--- src/rtl/gpe_pkg.sv ---
package gpe_pkg;
  localparam int CPU_AW   = 16;
  localparam int PTR_W    = 16;
  localparam int DATA_W   = 8;
  localparam int BANK_W   = 2;
  localparam int A_OFF_W  = 13;
  localparam int B_OFF_W  = 15;

  localparam logic [CPU_AW-1:0] RD_MASK  = 16'hFC03;
  localparam logic [CPU_AW-1:0] RD_MATCH = 16'h9800;
  localparam logic [CPU_AW-1:0] WR_MASK  = 16'hFC01;
  localparam logic [CPU_AW-1:0] WR_MATCH = 16'h9C00;
  localparam int PORT_SEL_BIT = 1;
  localparam int BANK_LSB     = 2;

  localparam int A_TAG_W = PTR_W - A_OFF_W;
  localparam int B_TAG_W = PTR_W - B_OFF_W;
  localparam logic [A_TAG_W-1:0] A_TAG = 3'b011;
  localparam logic [B_TAG_W-1:0] B_TAG = 1'b1;

  typedef enum logic [1:0] {
    RGN_NONE = 2'd0,
    RGN_A    = 2'd1,
    RGN_B    = 2'd2
  } region_e;
endpackage

--- src/rtl/gpe_bus_decode.sv ---
module gpe_bus_decode
  import gpe_pkg::*;
#(
  parameter int AW = CPU_AW,
  parameter int BW = BANK_W
) (
  input  logic [AW-1:0] cpu_addr,
  input  logic          cpu_rd,
  input  logic          cpu_wr,
  input  logic          enable,
  output logic          data_rd,
  output logic          data_wr,
  output logic          addr_wr,
  output logic [BW-1:0] bank
);
  logic rd_match;
  logic wr_match;
  logic port_wr;

  always_comb begin
    rd_match = ((cpu_addr & RD_MASK) == RD_MATCH);
    wr_match = ((cpu_addr & WR_MASK) == WR_MATCH);
    // a write strobe takes precedence over a simultaneous read strobe
    data_rd  = enable && cpu_rd && !cpu_wr && rd_match;
    port_wr  = enable && cpu_wr && wr_match;
    addr_wr  = port_wr && cpu_addr[PORT_SEL_BIT];
    data_wr  = port_wr && !cpu_addr[PORT_SEL_BIT];
    bank     = cpu_addr[BANK_LSB +: BW];
  end
endmodule

--- src/rtl/gpe_ptr_counter.sv ---
module gpe_ptr_counter
  import gpe_pkg::*;
#(
  parameter int PW    = PTR_W,
  parameter int DW    = DATA_W,
  parameter int NIB_W = 4
) (
  input  logic          clk,
  input  logic          rst,
  input  logic          load,
  input  logic [DW-1:0] load_byte,
  input  logic          step,
  output logic [PW-1:0] ptr
);
  localparam int NIBBLES = PW / NIB_W;
  localparam logic [NIB_W-1:0] NIB_ONE = {{(NIB_W-1){1'b0}}, 1'b1};

  logic [PW-1:0] shifted;
  assign shifted = {ptr[PW-DW-1:0], load_byte};

  for (genvar i = 0; i < NIBBLES; i++) begin : g_nib
    logic             cin;
    logic [NIB_W-1:0] nib_q;

    if (i == 0) begin : g_lsb
      assign cin = step;
    end else begin : g_upper
      assign cin = step && (&ptr[i*NIB_W-1:0]);
    end

    always_ff @(posedge clk) begin
      if (rst)
        nib_q <= '0;
      else if (load)
        nib_q <= shifted[i*NIB_W +: NIB_W];
      else if (cin)
        nib_q <= nib_q + NIB_ONE;
    end

    assign ptr[i*NIB_W +: NIB_W] = nib_q;
  end
endmodule

--- src/rtl/gpe_region_map.sv ---
module gpe_region_map
  import gpe_pkg::*;
#(
  parameter int PW  = PTR_W,
  parameter int BW  = BANK_W,
  parameter int AOW = A_OFF_W,
  parameter int BOW = B_OFF_W
) (
  input  logic [PW-1:0]      ptr,
  input  logic [BW-1:0]      bank,
  input  logic               ext_mode,
  output region_e            region,
  output logic [BW+AOW-1:0]  a_addr,
  output logic [BW+BOW-1:0]  b_addr
);
  localparam int ATW = PW - AOW;
  localparam int BTW = PW - BOW;

  logic [BW-1:0] bank_eff;

  always_comb begin
    bank_eff = ext_mode ? bank : '0;
    if (ptr[PW-1 -: BTW] == B_TAG)
      region = RGN_B;
    else if (ptr[PW-1 -: ATW] == A_TAG)
      region = RGN_A;
    else
      region = RGN_NONE;
    a_addr = {bank_eff, ptr[AOW-1:0]};
    b_addr = {bank_eff, ptr[BOW-1:0]};
  end
endmodule

--- src/rtl/gpe_read_return.sv ---
module gpe_read_return
  import gpe_pkg::*;
#(
  parameter int DW = DATA_W
) (
  input  logic          clk,
  input  logic          rst,
  input  logic          issue,
  input  region_e       issue_rgn,
  input  logic [DW-1:0] a_rdata,
  input  logic [DW-1:0] b_rdata,
  output logic          rd_valid,
  output logic [DW-1:0] rd_data
);
  logic valid_q;
  logic from_b_q;

  always_ff @(posedge clk) begin
    if (rst) begin
      valid_q  <= 1'b0;
      from_b_q <= 1'b0;
    end else begin
      valid_q  <= issue && (issue_rgn != RGN_NONE);
      from_b_q <= (issue_rgn == RGN_B);
    end
  end

  assign rd_valid = valid_q;
  assign rd_data  = !valid_q ? {DW{1'b1}} : (from_b_q ? b_rdata : a_rdata);
endmodule

--- src/rtl/grom_port_emu.sv ---
module grom_port_emu
  import gpe_pkg::*;
#(
  parameter int AW  = CPU_AW,
  parameter int PW  = PTR_W,
  parameter int DW  = DATA_W,
  parameter int BW  = BANK_W,
  parameter int AOW = A_OFF_W,
  parameter int BOW = B_OFF_W
) (
  input  logic              clk,
  input  logic              rst,
  input  logic              enable,
  input  logic              ext_mode,
  input  logic [AW-1:0]     cpu_addr,
  input  logic              cpu_rd,
  input  logic              cpu_wr,
  input  logic [DW-1:0]     cpu_wdata,
  output logic [DW-1:0]     rd_data,
  output logic              rd_valid,
  output logic              a_cs,
  output logic [BW+AOW-1:0] a_addr,
  output logic              b_cs,
  output logic [BW+BOW-1:0] b_addr,
  output logic              mem_we,
  output logic [DW-1:0]     mem_wdata,
  input  logic [DW-1:0]     a_rdata,
  input  logic [DW-1:0]     b_rdata
);
  logic          data_rd;
  logic          data_wr;
  logic          load;
  logic          step;
  logic [BW-1:0] bank;
  logic [PW-1:0] gaddr_q;
  region_e       region;

  gpe_bus_decode #(.AW(AW), .BW(BW)) u_decode (
    .cpu_addr (cpu_addr),
    .cpu_rd   (cpu_rd),
    .cpu_wr   (cpu_wr),
    .enable   (enable),
    .data_rd  (data_rd),
    .data_wr  (data_wr),
    .addr_wr  (load),
    .bank     (bank)
  );

  assign step = data_rd || data_wr;

  gpe_ptr_counter #(.PW(PW), .DW(DW)) u_ptr (
    .clk       (clk),
    .rst       (rst),
    .load      (load),
    .load_byte (cpu_wdata),
    .step      (step),
    .ptr       (gaddr_q)
  );

  gpe_region_map #(.PW(PW), .BW(BW), .AOW(AOW), .BOW(BOW)) u_map (
    .ptr      (gaddr_q),
    .bank     (bank),
    .ext_mode (ext_mode),
    .region   (region),
    .a_addr   (a_addr),
    .b_addr   (b_addr)
  );

  assign a_cs      = step && (region == RGN_A);
  assign b_cs      = step && (region == RGN_B);
  assign mem_we    = data_wr && (region != RGN_NONE);
  assign mem_wdata = cpu_wdata;

  gpe_read_return #(.DW(DW)) u_ret (
    .clk       (clk),
    .rst       (rst),
    .issue     (data_rd),
    .issue_rgn (region),
    .a_rdata   (a_rdata),
    .b_rdata   (b_rdata),
    .rd_valid  (rd_valid),
    .rd_data   (rd_data)
  );
endmodule

--- config.mk ---
export PLATFORM = sky130hd
export DESIGN_NAME = grom_port_emu
export DESIGN_NICKNAME = d
export VERILOG_FILES = /design/src/rtl/gpe_pkg.sv /design/src/rtl/gpe_bus_decode.sv /design/src/rtl/gpe_ptr_counter.sv /design/src/rtl/gpe_region_map.sv /design/src/rtl/gpe_read_return.sv /design/src/rtl/grom_port_emu.sv
export SDC_FILE = /design/constraint.sdc
export NUM_CORES = 1
export LEC_CHECK = 0
export CAP_MARGIN = 20
export CELL_PAD_IN_SITES_DETAIL_PLACEMENT = 1
export CELL_PAD_IN_SITES_GLOBAL_PLACEMENT = 2
export CORE_MARGIN = 2
export CORE_UTILIZATION = 19
export CTS_CLUSTER_DIAMETER = 200
export DETAILED_ROUTE_END_ITERATION = 8
export HOLD_SLACK_MARGIN = 0.02
export PLACE_DENSITY_LB_ADDON = 0.1
export SLEW_MARGIN = 20
export SYNTH_ARGS = -nofsm -noshare
export SYNTH_HDL_FRONTEND = slang
export SYNTH_SLANG_ARGS = --single-unit
export TNS_END_PERCENT = 1
--- constraint.sdc ---
create_clock -name clk -period 3 [get_ports clk]
set_input_delay 0.9 -clock clk [delete_from_list [all_inputs] [get_ports clk]]
set_output_delay 0.9 -clock clk [all_outputs]
set_load 0.02 [all_outputs]
==> flow_metrics.py <==
metrics = {
    "status": {
        "status": "complete, no violations",
    },
    "sta": {
        "worst_pin_slew_ns": 0.490,
        "report.final.slew_viol_count": 0,
        "fin_setup_tns_ns": 0,
        "relSlewSlack": 0.673,
        "setup_violations": 0,
        "period_needed_ns": 2.93,
        "fmax_ghz": 0.341,
        "finalHoldViolations": 0,
        "grt_setup_unrepaired": "no",
        "final.period_utilization": 0.977,
        "fin_skew_ns": 0.00298,
    },
    "finish": {
        "diodes": 0,
        "fin_nets": 322,
        "utilization": 0.307,
        "drive_above_1_share": 0.144,
        "stdcell_area_um2": 2510,
        "seqCellArea_um2": 360,
        "multiInputGateArea_um2": 905,
        "fillers": 990,
        "syn_to_final_growth_pct": 56.7,
    },
    "yosys": {
        "synthFlopType": "dfxtp_1",
        "synth_top_cell_by_area": "dfxtp_1",
        "syn_nets": 253,
        "synth-seq-area-share": 0.225,
        "ys_ff_latch": 18,
        "netlist_area_um2": 1600,
        "synthAdderAreaFrac": 0.0313,
        "synth.area.top_cells": "dfxtp_1 23%, buf_4 18%, mux2i_1 5.6%, a311oi_1 5.5%, nand2_1 3.8%",
        "synth_top_family_by_area": "simple AND/OR/NAND/NOR gates",
        "syn_inst": 203,
        "synth_top_cell_area_share": 0.225,
        "async_flop_share": 0,
        "synth_edf_count": 0,
        "synthDistinctLibCells": 42,
        "avgSynthCellArea_um2": 7.88,
        "synth-simple-area-share": 0.275,
        "synth_mux_area_frac": 0.0563,
        "synthXorXnorAreaFrac": 0.00548,
        "synthMostInstantiatedCell": "buf_4",
        "yosys_warnings": 0,
        "ys_top_cells_by_count": "38 x buf_4, 18 x dfxtp_1, 16 x nand2_1, 16 x nor2_1, 10 x a311oi_1",
        "synth_compound_area_frac": 0.189,
    },
    "worst_setup_path": {
        "startpoint": "cpu_addr[15]",
        "timing.critical_path.to": "a_cs",
        "crit_required_ns": 2.10,
        "worstRegToRegCells": 6,
        "crit_path_start_kind": "input pin",
        "rrSetupSlack_ns": 0.79,
        "worst-path-max-fanout": 3,
        "worstReg2RegStart": "u_ptr.g_nib[1].nib_q[0]",
        "cp_data_arrival_time_ns": 2.03,
        "critPathCaptureType": "output pin",
        "reg2reg_to": "u_ptr.g_nib[2].nib_q[3]",
        "path_class": "in2out",
    },
    "run": {
        "max_cap_violations": 0,
    },
    "grt": {
        "antenna_found_initial": 0,
        "grt_max_degree": 21,
        "grt_pass1_vias": 1668,
        "grt_first_pass_wirelength_mm": 8.88,
        "grt.overflow.total": 0,
        "track_usage": 0.126,
    },
    "die": {
        "io_pins": 98,
        "core_region_area_um2": 8180,
        "num_rows": 33,
        "dieArea_um2": 9170,
        "die_x_um": 95.7,
        "die_h_um": 95.7,
        "initial_core_util": 0.196,
    },
    "clock_network": {
        "numCtsBuffers": 3,
        "clk_latency_ns": 0.26,
        "cts_max_level": 1,
        "hold_buffers": 0,
        "clockBufferDepth": 2,
        "cts.sinks": 18,
        "cts_tree": "yes",
        "root_buffer": "clkbuf_8",
        "clkTransAtPathRegs_ns": 0.08,
    },
    "placed_design": {
        "place_hpwl_mm": 4.69,
        "io_buffer_count": 91,
        "placed_area_um2": 2480,
        "place_congestion": 0.716,
    },
    "power": {
        "powerDensity_nw_per_um2": 231,
        "leakagePower_nw": 0.899,
        "peakVddDrop_v": 0.000130,
    },
    "routing": {
        "dr_wl_met3_um": 410,
        "wl_mm": 5.79,
        "remaining_drc_errors": 0,
        "drtIter0Drc": 39,
        "vias": 1724,
        "wl_met1_mm": 2.49,
        "met2_wirelength_mm": 2.84,
        "vias_per_cell": 4.59,
        "ant_nets": 0,
        "wl_per_cell_um": 15.4,
        "route.top_layer_used": "met4",
        "first_pass_iters": 4,
    },
    "hold_path": {
        "hold_path_class": "reg2reg",
    },
}
## through the flow
step / setup slack [ns] / instances / hold WS (ns) / power, mW
final: 0.0683 / 376 / 0.539 / 0.579
after global routing: 0.000287 / 376 / 0.592 / 0.607
after CTS: 0.0109 / 376 / 0.542 / 0.586
after detailed placement: -0.688 / 371 / 0.536 / 0.381
after global placement: -0.675 / 371 / 0.538 / 0.381
after floorplan: 0.0990 / 203 / 0.484 / 0.294
## worst max-delay path: stages
cell	delay (ns)
dlygate4sd2_1	0.21
and4bb_2	0.27
nand2_4	0.07
a211o_1	0.30
nor3_2	0.11
buf_4	0.16
## placed cells by master (no fill, tap or decap), types with 2 or more instances in the layout
| cell | count |
|---|---|
| or4_1 | 7 |
| nor3_1 | 3 |
| nand3_1 | 9 |
| ha_1 | 4 |
| buf_2 | 2 |
| buf_4 | 22 |
| nand2_1 | 15 |
| o31ai_1 | 8 |
| a211oi_1 | 3 |
| and2_1 | 5 |
| nor4_1 | 2 |
| inv_1 | 3 |
| dlygate4sd2_1 | 18 |
| clkdlybuf4s50_1 | 66 |
| dfxtp_1 | 18 |
| clkdlybuf4s15_1 | 2 |
| clkbuf_8 | 4 |
| a31oi_1 | 3 |
| a311oi_1 | 10 |
| a21oi_1 | 5 |
| or3_1 | 2 |
| nand4_1 | 4 |
| nor2_1 | 16 |
| and3_1 | 4 |
| o21ai_0 | 4 |
| mux2i_1 | 9 |
| a211o_1 | 2 |
| clkbuf_2 | 2 |
## worst min-delay path by stage
stage,start,endpoint,slack [ns],cells after the start
2_1_floorplan,u_ptr.g_nib[3].nib_q[3],u_ret.from_b_q,0.48,2
3_3_place_gp,u_ptr.g_nib[3].nib_q[3],u_ptr.g_nib[3].nib_q[3],0.54,2
3_5_place_dp,u_ptr.g_nib[3].nib_q[3],u_ret.from_b_q,0.54,2
4_1_cts,u_ptr.g_nib[3].nib_q[3],u_ret.from_b_q,0.54,2
5_1_grt,u_ptr.g_nib[3].nib_q[3],u_ptr.g_nib[3].nib_q[3],0.59,2
6_report,u_ptr.g_nib[3].nib_q[3],u_ret.from_b_q,0.54,2
## final cells by class
class | instances | share of cell area
multi-input combinational | 133 | 0.361
inverter | 3 | 0.00449
clock buffer | 4 | 0.0220
timing repair buffer | 113 | 0.416
sequential | 18 | 0.144
tap | 105 | 0.0524
## state kept, by name, summed over array words and instances (netlist names)
name               flops
u_ret.rd_valid         1
u_ret.from_b_q         1
u_ptr.g_nib.nib_q     16
## where the power goes
group / leakage, nW / internal [mW] / switching [mW]
sequential: 0.145 / 0.239 / 0.000752
clock: 0.0288 / 0.117 / 0.0938
combinational: 0.726 / 0.0745 / 0.0538
## kinds of logic (layout without fill, tap and decap cells)
logic type	count (synthesis)	count (layout)
XOR/XNOR	1	1
AND/OR/NAND/NOR	78	78
multiplexers	9	9
AO/OA/AOI/OAI	41	41
adder cells (fa/ha/maj)	4	4
buffers and inverters	52	120
flip-flops	18	18
## metal layers
metal  global-route usage  vias to the layer above
met2                0.222                       52
li1                     -                      853
met5                    0                        -
met3               0.0266                        5
met4               0.0286                        0
met1                0.157                      814
## repair_timing
| item | 4_1_cts | 5_1_grt |
|---|---|---|
| buffers inserted | 1 | 0 |
| resized for setup | 38 | 6 |
| endpoints found under the setup margin | 15 | 1 |
| pin swaps | 5 | 4 |
| gates cloned | 0 | 0 |
No activity file was read; power rests on OpenSTA's default activity.
